<file path="src/rtl/subcarrier_nco.sv">
module subcarrier_nco #(
  parameter int W = 23
) (
  input  logic         clk,
  input  logic         rst,
  input  logic [W-1:0] word_in,
  input  logic         word_load,
  input  logic         phase_zero,
  output logic [W-1:0] phase,
  output logic [W-1:0] freq_word
);

  logic [W-1:0] acc_q, word_q;
  logic [W-1:0] acc_next;

  assign acc_next  = phase_zero ? '0 : acc_q + word_q;
  assign phase     = acc_q;
  assign freq_word = word_q;

  always_ff @(posedge clk) begin
    if (rst) begin
      acc_q  <= '0;
      word_q <= '0;
    end else begin
      acc_q <= acc_next;
      if (word_load) word_q <= word_in;
    end
  end

endmodule

</file>
<file path="config.mk">
export PLATFORM = sky130hd
export DESIGN_NAME = subcarrier_nco
export DESIGN_NICKNAME = d
export VERILOG_FILES = /design/src/rtl/subcarrier_nco.sv
export SDC_FILE = /design/constraint.sdc
export NUM_CORES = 1
export LEC_CHECK = 0
export BUFFER_PORTS_ARGS = -buffer_cell sky130_fd_sc_hd__buf_2
export CORE_ASPECT_RATIO = 1.5
export CORE_MARGIN = 8
export CORE_UTILIZATION = 57
export DETAILED_ROUTE_END_ITERATION = 10
export GPL_TIMING_DRIVEN = 0
export PLACE_DENSITY = 0.88
export SLEW_MARGIN = 20
export SYNTH_ARGS = -nofsm -noshare
export SYNTH_HDL_FRONTEND = slang
export SYNTH_SLANG_ARGS = --single-unit
</file>
<file path="constraint.sdc">
create_clock -name clk -period 4.8 [get_ports clk]
set_input_delay 0.72 -clock clk [delete_from_list [all_inputs] [get_ports clk]]
set_output_delay 0.72 -clock clk [all_outputs]
set_load 0.05 [all_outputs]
</file>
Yosys cells after proc, flatten, opt, wreduce, memory -nomap -nowiden:

Index checks and enable logic that the tools add are counted.

* word-level logic and storage cells: 4
* output and inout port bits: 46
* bits of input ports: 27
* register bits after elaboration: 46

* $add $sub $neg: 1
* reductions and logical operators: 1

Operator list (count)
* adder 23 bit: 1
* OR reduction 2 bit: 1

Longest topological paths before layout:

* word-level depth: 1
* mapped depth: 9
* gate-level depth less buffers: 9

Worst setup path after synthesis:

No wires, ideal clock.

* path type: register -> register
* start point: register word_q[0] (netlist: freq_word[0])
* end point: register acc_q[18] (netlist: phase[18])
* slack: 2299 ps
* cell stages (with the launch flop): 10
* library setup time: 72 ps
* period minus slack after synthesis: 2501 ps
* data arrival time: 2429 ps
* buffers on the path: 0
* data required time: 4728 ps
* cell sequence: dfxtp_1 ha_1 inv_1 fa_1 and2b_1 o2111a_1 o21ai_2 a21o_2 o211ai_1 mux2i_1

* longest elaborated chain between the ends: 1

RTL lines
* from (decl): RTL line 13 `logic [W-1:0] acc_q, word_q;`
* from (signal assigned): RTL line 26 `if (word_load) word_q <= word_in;`
* adder 23 bit: RTL line 16 `assign acc_next = phase_zero ? '0 : acc_q + word_q;`
* to (signal assigned): RTL line 25 `acc_q <= acc_next;`
* to (decl): RTL line 13

Every way passes these cells.
A chain may end at the register's enable or synchronous reset.

Worst setup path after layout:

Same ends and word-level chain as after synthesis.

==> metrics.txt <==
terminus of the critical flop-to-flop path=phase[18]; Hold Fails Final Rpt=0; status=completed; Critical Path Fanout Max=4; HP Start=freq_word[18]; FILL cells=443; drt drc=0; Avg Cell Area, Syn=8.56 µm²; Post-CTS Resized=0; Initial Utilization=57.9%; CTS Sinks=46; sequential share of the synthesized area=33.6%; Nets=447; number of setup buffers added after CTS=0; Pre-antenna DRT Iters=4; starting DRC count in detailed routing=115; CTS tree=done; CP endpoint kind=register; Post-Syn Instances=320; Ys Warns=0; Num CTS Buffers=5; power per standard cell area=264 nW/µm²; unrepaired setup endpoints after global routing=no; reg2reg setup slack=2420 ps; total gr overflow=0; Max-cap violations=0; share of layout cells above drive strength 1=25.4%; Final period util=49.6%; FP Rows=31; post-synthesis cell area=2740 µm²; I/O Buffers=70; Most used DFF post-synth=dfxtp_1; Worst Hold Path Cells=2; arrival time at the worst endpoint=2600 ps; Synth async-reset ratio=0%; Yosys top cell by area=dfxtp_1; routed vias/inst=5.61; setup TNS after final layout=0 ps; clk_skew=6.40 ps; die area=7320 µm²; largest net degree at the start of global routing=13; Worst Hold End=freq_word[18]; drt total wl=7190 µm; Startpoint Class=register; Worst Max-Slew Pin Slew=665 ps; share of the synthesized area in the top cell type=33.6%; Die Y=101 µm; r2r startpoint=freq_word[0]; first-pass GRT wire length=11,600 µm; Final Max Slew Viols=0; Synth-to-Final Area Change=18.6%; Register-to-Register Path Depth=9; Peak VDD IR=0.000160 V; core area=4730 µm²; Post-DRT Antenna Nets=0; Worst Path Required=5020 ps; maximum clock rate=0.420 GHz; Die X=72.6 µm; initial antenna violation count=0; clock transition at the registers of the reported paths=80 ps; hold crit path type=reg -> reg; Tot Pwr=857 µW; Slew HR=55.5%; number of flops mapped to enable cells by yosys=0; RePlAce Congestion=0.881; Netlist cell types=53; Tot GR Track Use=19.5%; Syn Nets=370; Final Setup Violations=0; #FFs+latches synth=46; CTS max path bufs=2; # IOs=73; top post-synthesis cells by area=dfxtp_1, ha_1, mux2i_1, nor2_1, a21oi_1; DP HPWL=5800 µm; critical path class=reg -> reg; Tmin final=2380 ps; routed len/inst=15.5 µm; CTS root buf=clkbuf_8; vias in the first global route=2,614; Static Leak=1.59 nW; worst-skew pair later-pin latency=290 ps; H-tree depth=2; hold_buf cts=0; Ant. Diodes=0; total number of vias=2,598
synthesized netlist by cell type, types with 6 or more instances:
| master | count |
|---|---|
| a21oi_1 | 23 |
| nand3_1 | 9 |
| dfxtp_1 | 46 |
| nand2_1 | 25 |
| a21o_1 | 6 |
| nor3_1 | 14 |
| ha_1 | 22 |
| nor2_1 | 39 |
| inv_1 | 11 |
| mux2i_1 | 27 |
| o21ai_1 | 6 |
| o21a_1 | 6 |
| o21ai_0 | 8 |
worst max-delay path by stage:
stage                  from   endpoint  slack, ps  depth (start not counted)
4_1_cts        freq_word[0]  phase[18]       2430                          9
2_1_floorplan  freq_word[0]  phase[18]       2300                          9
5_1_grt        freq_word[0]  phase[18]       2320                          9
3_5_place_dp   freq_word[0]  phase[18]       2460                          9
6_report       freq_word[0]  phase[18]       2420                          9
3_3_place_gp            rst  phase[13]       2460                          5
metal layers:
layer,global-route usage (%),vias up,wire length [µm]
met3,4.08,14,288
met5,0,-,0
li1,-,1299,-
met2,37.8,59,3920
met1,18.6,1226,2810
met4,8.67,0,171
placed cells by master (no fill, tap or decap), drive strengths merged, types with 9 or more instances in the layout:
cell type | netlist | layout
nand3 | 9 | 9
inv | 11 | 11
buf | 7 | 77
nor3 | 15 | 15
nor2 | 41 | 41
a21oi | 27 | 27
mux2i | 27 | 27
dfxtp | 46 | 46
o21ai | 15 | 15
nand2 | 27 | 27
ha | 22 | 22
clkbuf | 5 | 12
per-stage QoR:
stage | setup slack, ps | cell area [µm²] | hold WS [ps] | std cells | util (%)
5_1_grt | 2320 | 3250 | 565 | 463 | 68.6
3_3_place_gp | 2460 | 3170 | 498 | 456 | 67.0
3_5_place_dp | 2460 | 3170 | 513 | 456 | 67.0
6_report | 2420 | 3250 | 531 | 463 | 68.6
2_1_floorplan | 2300 | 2740 | 752 | 320 | -
4_1_cts | 2430 | 3250 | 535 | 463 | 68.6
state kept, by name (all words and copies together), names as in the netlist:
signal and flops:
freq_word 23, phase 23
power breakdown:
group          switching, mW  internal, mW  leakage (nW)
clock network          0.125         0.101        0.0383
logic                  0.151        0.0667          1.18
registers             0.0130         0.401         0.377
critical path: stages (launching register included):
cell and delay [ps]:
dfxtp_1 350, ha_1 210, inv_1 70, fa_1 370
and2b_1 260, o2111a_1 250, o21ai_2 100, a21o_2 240
o211ai_1 240, mux2i_1 220
area by class of cell:
class                      count  area (µm²)  share of cell area, %
timing repair buffer          70         350                   10.8
tap                           66        82.6                   2.54
inverter                      11        41.3                   1.27
sequential                    46         921                   28.4
buffer                        12        62.6                   1.93
multi-input combinational    251        1710                   52.8
clock buffer                   7        76.3                   2.35
cell families (layout without fill, tap and decap cells):
| logic type | after synthesis | count (layout) | share of synthesized area [%] |
|---|---|---|---|
| AOI/OAI and AO/OA | 81 | 81 | 20.1 |
| xor gates and xnor gates | 7 | 7 | 2.24 |
| adders and majority gates | 23 | 23 | 10.8 |
| buffers and inverters | 23 | 100 | 3.79 |
| muxes | 27 | 27 | 9.87 |
| DFF | 46 | 46 | 33.6 |
| and+or+nand+nor | 113 | 113 | 19.6 |
Power figures use the tool's default switching activity.
